**src/rtl/hpm_pkg.sv**
```systemverilog
package hpm_pkg;
  localparam int NPINS  = 5;
  localparam int CTRL_W = 6;

  localparam int PIN_REQ = 0;
  localparam int PIN_ACK = 1;
  localparam int PIN_CS  = 2;
  localparam int PIN_A9  = 3;
  localparam int PIN_A8  = 4;

  localparam int C_GPIO = 0;
  localparam int C_A8   = 1;
  localparam int C_A9   = 2;
  localparam int C_CS   = 3;
  localparam int C_REQ  = 4;
  localparam int C_ACK  = 5;

  localparam logic [1:0] A_CTRL = 2'd0;
  localparam logic [1:0] A_DIR  = 2'd1;
  localparam logic [1:0] A_DATA = 2'd2;

  typedef enum logic [1:0] {
    ROLE_GPIO     = 2'd0,
    ROLE_HOST_IN  = 2'd1,
    ROLE_HOST_OUT = 2'd2
  } role_e;
endpackage

```
**src/rtl/hpm_regs.sv**
```systemverilog
module hpm_regs
  import hpm_pkg::*;
#(
  parameter int REG_W = 8
) (
  input  logic              clk,
  input  logic              rst_n,
  input  logic              we,
  input  logic [1:0]        addr,
  input  logic [REG_W-1:0]  wdata,
  output logic [CTRL_W-1:0] ctrl_q,
  output logic [NPINS-1:0]  dir_q,
  output logic [NPINS-1:0]  dat_q
);
  always_ff @(posedge clk or negedge rst_n) begin
    if (!rst_n) begin
      ctrl_q <= '0;
      dir_q  <= '0;
      dat_q  <= '0;
    end else if (we) begin
      case (addr)
        A_CTRL:  ctrl_q <= wdata[CTRL_W-1:0];
        A_DIR:   dir_q  <= wdata[NPINS-1:0];
        A_DATA:  dat_q  <= wdata[NPINS-1:0];
        default: ;
      endcase
    end
  end

  AST_CTRL_WRITE_LANDS: assert property (@(posedge clk) disable iff (!rst_n)
    (we && addr == A_CTRL) |=> ctrl_q == $past(wdata[CTRL_W-1:0]));
  AST_DIR_HOLDS: assert property (@(posedge clk) disable iff (!rst_n)
    !(we && addr == A_DIR) |=> $stable(dir_q));
endmodule

```
**src/rtl/hpm_role_decode.sv**
```systemverilog
module hpm_role_decode
  import hpm_pkg::*;
(
  input  logic [CTRL_W-1:0]   ctrl,
  input  logic                dbl_req_mode,
  input  logic                mux_bus_mode,
  output role_e [NPINS-1:0]   role
);
  always_comb begin
    role = {NPINS{ROLE_GPIO}};
    if (ctrl[C_REQ]) begin
      role[PIN_REQ] = ROLE_HOST_OUT;
      if (dbl_req_mode)
        role[PIN_ACK] = ROLE_HOST_OUT;
      else if (ctrl[C_ACK])
        role[PIN_ACK] = ROLE_HOST_IN;
    end
    if (ctrl[C_CS])
      role[PIN_CS] = ROLE_HOST_IN;
    if (mux_bus_mode && ctrl[C_A9])
      role[PIN_A9] = ROLE_HOST_IN;
    if (mux_bus_mode && ctrl[C_A8])
      role[PIN_A8] = ROLE_HOST_IN;
  end
endmodule

```
**src/rtl/hpm_pin_cell.sv**
```systemverilog
module hpm_pin_cell
  import hpm_pkg::*;
(
  input  logic  clk,
  input  logic  rst_n,
  input  role_e role,
  input  logic  gpio_en,
  input  logic  dir,
  input  logic  dat,
  input  logic  host_drv,
  input  logic  pad_in,
  output logic  pad_out,
  output logic  pad_oe,
  output logic  rd_bit,
  output logic  host_rx
);
  logic is_gpio;

  always_comb begin
    is_gpio = (role == ROLE_GPIO);
    pad_oe  = (role == ROLE_HOST_OUT) || (is_gpio && gpio_en && dir);
    if (role == ROLE_HOST_OUT) pad_out = host_drv;
    else if (is_gpio)          pad_out = dat;
    else                       pad_out = 1'b0;
    if (!is_gpio)  rd_bit = 1'b0;
    else if (dir)  rd_bit = dat;
    else           rd_bit = gpio_en && pad_in;
    host_rx = (role == ROLE_HOST_IN) ? pad_in : 1'b0;
  end

  AST_GPIO_OFF_NO_DRIVE: assert property (@(posedge clk) disable iff (!rst_n)
    (role == ROLE_GPIO && !gpio_en) |-> !pad_oe);
  AST_GPIO_OFF_IN_ZERO: assert property (@(posedge clk) disable iff (!rst_n)
    (role == ROLE_GPIO && !gpio_en && !dir) |-> !rd_bit);
  AST_HOST_OUT_DRIVES: assert property (@(posedge clk) disable iff (!rst_n)
    (role == ROLE_HOST_OUT) |-> (pad_oe && pad_out == host_drv && !rd_bit));
  AST_HOST_IN_RELEASED: assert property (@(posedge clk) disable iff (!rst_n)
    (role == ROLE_HOST_IN) |-> (!pad_oe && host_rx == pad_in && !rd_bit));
endmodule

```
**src/rtl/hpm_top.sv**
```systemverilog
module hpm_top
  import hpm_pkg::*;
#(
  parameter int REG_W = 8
) (
  input  logic             clk,
  input  logic             rst_n,
  input  logic             reg_we,
  input  logic [1:0]       reg_addr,
  input  logic [REG_W-1:0] reg_wdata,
  output logic [REG_W-1:0] reg_rdata,
  input  logic             dbl_req_mode,
  input  logic             mux_bus_mode,
  input  logic             eng_txreq,
  input  logic             eng_rxreq,
  output logic             eng_ack,
  output logic             eng_cs,
  output logic             eng_a10,
  output logic             eng_a9,
  output logic             eng_a8,
  input  logic [NPINS-1:0] pin_in,
  output logic [NPINS-1:0] pin_out,
  output logic [NPINS-1:0] pin_oe,
  output logic [NPINS-1:0] pin_is_host
);
  localparam int CTRL_PAD = REG_W - CTRL_W;
  localparam int PIN_PAD  = REG_W - NPINS;

  logic [CTRL_W-1:0] ctrl_q;
  logic [NPINS-1:0]  dir_q, dat_q, rd_vec, rx_vec, drv_vec;
  role_e [NPINS-1:0] role;

  hpm_regs #(.REG_W(REG_W)) u_regs (
    .clk(clk), .rst_n(rst_n), .we(reg_we), .addr(reg_addr), .wdata(reg_wdata),
    .ctrl_q(ctrl_q), .dir_q(dir_q), .dat_q(dat_q)
  );

  hpm_role_decode u_dec (
    .ctrl(ctrl_q), .dbl_req_mode(dbl_req_mode), .mux_bus_mode(mux_bus_mode),
    .role(role)
  );

  always_comb begin
    drv_vec          = '0;
    drv_vec[PIN_REQ] = eng_txreq;
    drv_vec[PIN_ACK] = eng_rxreq;
  end

  for (genvar i = 0; i < NPINS; i++) begin : g_pin
    hpm_pin_cell u_cell (
      .clk(clk), .rst_n(rst_n), .role(role[i]), .gpio_en(ctrl_q[C_GPIO]),
      .dir(dir_q[i]), .dat(dat_q[i]), .host_drv(drv_vec[i]), .pad_in(pin_in[i]),
      .pad_out(pin_out[i]), .pad_oe(pin_oe[i]), .rd_bit(rd_vec[i]),
      .host_rx(rx_vec[i])
    );
    assign pin_is_host[i] = (role[i] != ROLE_GPIO);
  end

  assign eng_ack = rx_vec[PIN_ACK];
  assign eng_cs  = rx_vec[PIN_CS] && !mux_bus_mode;
  assign eng_a10 = rx_vec[PIN_CS] &&  mux_bus_mode;
  assign eng_a9  = rx_vec[PIN_A9];
  assign eng_a8  = rx_vec[PIN_A8];

  always_comb begin
    case (reg_addr)
      A_CTRL:  reg_rdata = {{CTRL_PAD{1'b0}}, ctrl_q};
      A_DIR:   reg_rdata = {{PIN_PAD{1'b0}}, dir_q};
      A_DATA:  reg_rdata = {{PIN_PAD{1'b0}}, rd_vec};
      default: reg_rdata = '0;
    endcase
  end

  AST_ACK_NEEDS_BOTH: assert property (@(posedge clk) disable iff (!rst_n)
    (!dbl_req_mode && pin_is_host[PIN_ACK]) |-> (ctrl_q[C_ACK] && ctrl_q[C_REQ]));
  AST_DBL_PAIR_OUT: assert property (@(posedge clk) disable iff (!rst_n)
    (dbl_req_mode && ctrl_q[C_REQ]) |-> (pin_oe[PIN_ACK] && pin_oe[PIN_REQ]));
  AST_REQ_OFF_GPIO: assert property (@(posedge clk) disable iff (!rst_n)
    !ctrl_q[C_REQ] |-> (!pin_is_host[PIN_REQ] && !pin_is_host[PIN_ACK]));
  AST_CS_ONE_TARGET: assert property (@(posedge clk) disable iff (!rst_n)
    $onehot0({eng_cs, eng_a10}));
  AST_ADDR_MUX_ONLY: assert property (@(posedge clk) disable iff (!rst_n)
    !mux_bus_mode |-> (!pin_is_host[PIN_A9] && !pin_is_host[PIN_A8] && !eng_a9 && !eng_a8));
endmodule

```
**config.mk**
```make
export PLATFORM = sky130hd
export DESIGN_NAME = hpm_top
export DESIGN_NICKNAME = d
export VERILOG_FILES = /design/src/rtl/hpm_pkg.sv /design/src/rtl/hpm_regs.sv /design/src/rtl/hpm_role_decode.sv /design/src/rtl/hpm_pin_cell.sv /design/src/rtl/hpm_top.sv
export SDC_FILE = /design/constraint.sdc
export NUM_CORES = 1
export LEC_CHECK = 0
export BUFFER_PORTS_ARGS = -buffer_cell sky130_fd_sc_hd__buf_2
export CORE_MARGIN = 2
export CORE_UTILIZATION = 46
export CTS_CLUSTER_SIZE = 25
export DETAILED_ROUTE_END_ITERATION = 7
export GPL_TIMING_DRIVEN = 0
export MAX_ROUTING_LAYER = met4
export PLACE_DENSITY = 0.87
export SLEW_MARGIN = 20
export SYNTH_ARGS = -nofsm -noshare
export SYNTH_HDL_FRONTEND = slang
export SYNTH_SLANG_ARGS = --single-unit
```
**constraint.sdc**
```tcl
create_clock -name clk -period 1.4 [get_ports clk]
set_clock_uncertainty 0.15 [all_clocks]
set_input_delay 0.21 -clock clk [delete_from_list [all_inputs] [get_ports clk]]
set_output_delay 0.21 -clock clk [all_outputs]
set_load 0.03 [all_outputs]
```
==> metrics, run 1 <==
status=complete, but fails checks; failing checks=setup timing; required time worst endpoint=1.04 ns; FF+latch count, synth=16; grt met1 use=33.6%; DRC Markers=0; CP arrival=1.49 ns; main combinational cell family by area after synthesis=multiplexers; antenna violations before repair=0; grt peak-use layer=met2; Final min period=1.85 ns; Critical Path Source Type=flop; crit-path max FO=6; IO buf count=43; Root Buffer=clkbuf_4; Main synth FF type=dfrtp_1; GPL Wtd Cong=0.763; simple-gate share of the synthesized area=17.6%; top cells by count, synth=mux2_2, dfrtp_1, buf_4; via count=1008; Hold Crit Class=in2reg; Site Rows=17; fmax=0.540 GHz; Hold Worst Slack=0.0198 ns; count leader, synth=mux2_2; ratio of final minimum period to clock period=132%; WL final=3300 µm; die width=52.3 µm; Seq/Total Area, Yosys=37.3%; Antenna Cells=0; GRT overflow=0; Clk pin slew, worst setup/hold paths=0.10 ns; pin count of the biggest net entering global routing=17; Critical R2R Launch=u_regs.ctrl_q[0]; Synth top area share=37.3%; vias per cell=5.51; CTS tree=done; GRT met2 Usage=44.4%; top cells by area, synth=dfrtp_1, mux2_2, buf_4, and3b_1, mux2i_1; Die H=52.3 µm; Final WS setup=-0.450 ns; Final Hold Fails=0; async set-reset flop share out of synthesis=100%; Synth Warn #=0; leak pwr=0.859 nW; endpoint class of the critical path=output port; vias in the first global route=1012; Unique masters post-synth=25; DP Wirelength=2090 µm; Tot Pwr=0.00227 W; TNS Setup=-6.05 ns; unrepaired setup endpoints after global routing=yes; WL per Instance=18.0 µm; drt initial violations=7; Pwr Density=1250 nW/µm²; nets=178; Avg Cell Area, Syn=10.7 µm²; routing usage on met3=2.00%; DR pass1 iterations=4; R2R Path End=u_regs.ctrl_q[0]; core area=2210 µm²; max_cap viols=0; CP endpoint=reg_rdata[0]; Die ar.=2740 µm²; worst r2r path cells=3; synthesized area=1070 µm²; Area growth syn-to-layout=69.4%; Clk Latency, worst-skew pair=0.29 ns; number of CTS-inserted buffers=3; first-pass GRT wire length=5060 µm; GRT Util Overall=26.3%; Gate Count Post-Synth=100; Max rail drop VDD=0.00103 V; Max Root-Sink Buffers=2; post-synthesis adder-cell area fraction=0%; Sinks on Clock Net=16; I/O pins=50; DRT antenna net count=0; XOR/XNOR share of the synthesized area=0%; final setup vio count=25; pins over their slew limit=0; Initial Util=48.6%; Synth Area in Compound Gates=9.20%; Synth area leader=dfrtp_1; number of flops mapped to enable cells by yosys=0; H-tree levels=1; share of cells above drive strength 1=76.1%; r2r setup slk=0.17 ns; Crit. Startpoint=u_regs.ctrl_q[0]; multiplexer area fraction after synthesis=22.5%; CP Class=reg2out
==> area by class of cell <==
type,instances,area [µm²]
Sequential cell,16,402
Buffer,8,78.8
Tap cell,28,35.0
Timing Repair Buffer,60,534
Multi-Input combinational cell,66,731
Inverter,1,3.75
Clock buffer,4,36.3
Fill cell,126,392
==> layer usage <==
layer | share of wire (%) | up-vias
met3 | 4.5 | 4
met4 | 0.88 | 0
li1 | - | 460
met2 | 52 | 37
met5 | 0 | -
met1 | 43 | 507
==> kinds of logic (layout without fill, tap and decap cells) <==
group	after synthesis	after routing
AO/OA/AOI/OAI	14	14
other	1	2
AND/OR/NAND/NOR	28	28
multiplexers	22	22
flip-flops	16	16
buffers and inverters	19	73
==> flip-flops by register name, summed over array words and instances (netlist names) <==
register	cells
u_regs.dat_q	5
u_regs.dir_q	5
u_regs.ctrl_q	6
==> how the worst min path moves through the flow <==
stage	startpoint	to	slack, ns	depth (start not counted)
finish	reg_wdata[1]	u_regs.ctrl_q[1]	0.02	2
global route	reg_wdata[2]	u_regs.dir_q[2]	0.02	2
CTS	reg_wdata[0]	u_regs.dat_q[0]	0.02	2
detailed placement	rst_n	u_regs.dir_q[0]	-0.008	1
global placement	rst_n	u_regs.dat_q[0]	-0.01	1
floorplan	rst_n	u_regs.ctrl_q[0]	-0.24	0
==> report_power, final <==
group | internal (W) | switching (W) | total [W]
Clock | 0.000159 | 0.000159 | 0.000318
Combinational | 0.000668 | 0.000625 | 0.00129
Sequential | 0.000551 | 0.000109 | 0.000660
Total | 0.00138 | 0.000894 | 0.00227
==> critical path, cell delays in order, from the launching register on <==
cell and delay (ns):
dfrtp_1 0.43, buf_6 0.15, buf_4 0.14, mux2i_1 0.18, o32ai_2 0.11, buf_4 0.18
==> placed cells by master (no fill, tap or decap), types with 2 or more instances in the layout <==
cell	n
nand3b_1	2
and3b_1	5
nand2_2	2
nor2_2	2
buf_4	10
dfrtp_1	15
mux2_2	16
and3_4	3
buf_2	18
buf_6	38
a21oi_2	4
clkbuf_4	3
and2_4	2
nor2b_4	3
mux2i_1	5
nor3b_4	2
conb_1	2
o32ai_4	4
dlygate4sd3_1	2
==> timing repair <==
| item | in CTS | in global routing |
|---|---|---|
| pin swaps | 9 | 5 |
| setup endpoints to repair | 24 | 26 |
| endpoints found under the hold margin | 17 | 0 |
| hold buffers | 2 | 0 |
| buffers inserted | 11 | 4 |
| gates cloned | 1 | 0 |
| resized for setup | 77 | 14 |
==> per-stage QoR <==
stage / instance area (µm²) / util (%) / instances / setup WS, ns
2_1_floorplan: 1190 / - / 101 / -0.143
4_1_cts: 1770 / 79.8 / 182 / -0.424
3_3_place_gp: 1440 / 65.2 / 172 / -0.162
3_5_place_dp: 1440 / 65.2 / 172 / -0.206
6_report: 1820 / 82.3 / 183 / -0.450
5_1_grt: 1820 / 82.3 / 183 / -0.484
Note: power is estimated with default switching activity, not from simulation.
==> run 2, diff against run 1 <==
==> constraint.sdc (replaced) <==
create_clock -name clk -period 1.4 [get_ports clk]
set_clock_uncertainty 0.15 [all_clocks]
set_input_delay 0.07 -clock clk [delete_from_list [all_inputs] [get_ports clk]]
set_output_delay 0.07 -clock clk [all_outputs]
set_load 0.03 [all_outputs]
==> metrics, run 2 (synthesis gave the netlist of run 1 again) <==
r2r setup slk=0.01 ns; Die H=52.3 µm; Biggest register=u_regs.ctrl_q; Pwr Density=1250 nW/µm²; CP endpoint=reg_rdata[2]; WL final=3680 µm; NetSw=0.000887 W; Critical Path Source Type=flop; Max Root-Sink Buffers=2; Final Hold Fails=0; H-tree levels=1; failing checks=setup timing; Max rail drop VDD=0.00104 V; required time worst endpoint=1.18 ns; CP Class=reg2out; CP Depth=5; Crit. Startpoint=u_regs.ctrl_q[0]; pre-CTS setup slack=-0.0938 ns; GRT Util Overall=24.6%; crit path cell chain=buf_6, and3b_1, a21oi_2, o32ai_2, buf_4; leak pwr=0.875 nW; Critical R2R Launch=u_regs.ctrl_q[5]; max_cap viols=0; share of cells above drive strength 1=69.3%; Combinational Power Share=56.7%; Hold Worst Slack=0.0502 ns; Filler cells=127; max FFs per register=6; fmax=0.566 GHz; number of CTS-inserted buffers=3; Die ar.=2740 µm²; first-pass GRT wire length=4720 µm; most common cell after layout, fill and taps aside=buf_4; I/O pins=50; sw frac=39.6%; Clk Latency, worst-skew pair=0.31 ns; Area growth syn-to-layout=66.5%; CP max stage cell=dfrtp_1; Clk pin slew, worst setup/hold paths=0.11 ns; core area=2210 µm²; worst r2r path cells=4; CP arrival=1.55 ns; status=complete, but fails checks; most frequent cells in the layout=buf_4, buf_6, buf_2; GPL Wtd Cong=0.792; pins over their slew limit=0; die width=52.3 µm; Reg power frac=28.9%; critical path's top delay family=flip-flops; Hold Crit Class=in2async; Initial Util=48.6%; ratio of final minimum period to clock period=126%; Root Buffer=clkbuf_4; WL per Instance=18.9 µm; clock power share=14.4%; Sinks on Clock Net=16; R2R Path End=u_regs.ctrl_q[5]; pin count of the biggest net entering global routing=17; IO buf count=43; vias in the first global route=1012; DRT antenna net count=0; Final WS setup=-0.367 ns; DRC Markers=0; Site Rows=17; Top Registers=u_regs.ctrl_q: 6 flops, u_regs.dat_q: 5 flops, u_regs.dir_q: 5 flops; Antenna Cells=0; Final min period=1.77 ns; final setup vio count=16; endpoint class of the critical path=output port; DR pass1 iterations=4; crit-path max FO=5; CTS tree=done; vias per cell=5.56; Tot Pwr=0.00224 W; antenna violations before repair=0; unrepaired setup endpoints after global routing=yes; Cell Int Power=0.00135 W; drt initial violations=20; nets=189; Bufs and invs on worst path=2; CP peak stage delay=0.42 ns; via count=1079; GRT overflow=0
run 2: routing by layer:
layer,track usage [%],part of all wire [%],up-vias
met3,2.29,4.3,17
met5,-,0,-
met1,27.1,38,542
li1,-,-,478
met4,9.40,5.1,0
met2,45.4,53,42
run 2: repair_timing:
item / 4_1_cts / 5_1_grt
resized for setup: 45 / 24
pin swaps: 3 / 3
hold endpoints to repair: 32 / 0
cloned: 0 / 1
hold buffers: 7 / 0
setup buffers: 6 / 10
endpoints found under the setup margin: 18 / 20
run 2: worst min path at each step:
stage / end / slack, ns
finish: u_regs.ctrl_q[0] / 0.05
floorplan: u_regs.ctrl_q[0] / -0.38
global route: u_regs.dat_q[1] / 0.06
detailed placement: u_regs.ctrl_q[0] / -0.15
CTS: u_regs.dat_q[2] / 0.06
global placement: u_regs.ctrl_q[4] / -0.16
run 2: final cells by class:
| type | instances | area [µm²] | share of cell area (%) |
|---|---|---|---|
| Sequential cell | 16 | 402 | 22.4 |
| Inverter | 1 | 3.75 | 0.210 |
| Timing Repair Buffer | 67 | 541 | 30.2 |
| Clock buffer | 4 | 36.3 | 2.03 |
| Buffer | 12 | 105 | 5.87 |
| Tap cell | 28 | 35.0 | 1.96 |
| Multi-Input combinational cell | 66 | 667 | 37.3 |
run 2: power groups by stage:
stage	clock network (W)	logic [W]	registers (W)
6_report	0.000322	0.00127	0.000648
5_1_grt	0.000345	0.00132	0.000660
4_1_cts	0.000315	0.00109	0.000638
3_5_place_dp	0	0.000891	0.000645
3_3_place_gp	0	0.000868	0.000638
2_1_floorplan	0	0.000696	0.000617
run 2: stage by stage:
| step | std cells | area, µm² | util (%) | TNS (ns) |
|---|---|---|---|---|
| after floorplan | 101 | 1140 | - | -0.143 |
| after global placement | 172 | 1390 | 63.0 | -0.126 |
| after detailed placement | 172 | 1390 | 63.0 | -0.279 |
| after CTS | 186 | 1650 | 74.7 | -2.27 |
| after global routing | 194 | 1790 | 80.9 | -4.21 |
| final | 194 | 1790 | 80.9 | -3.54 |
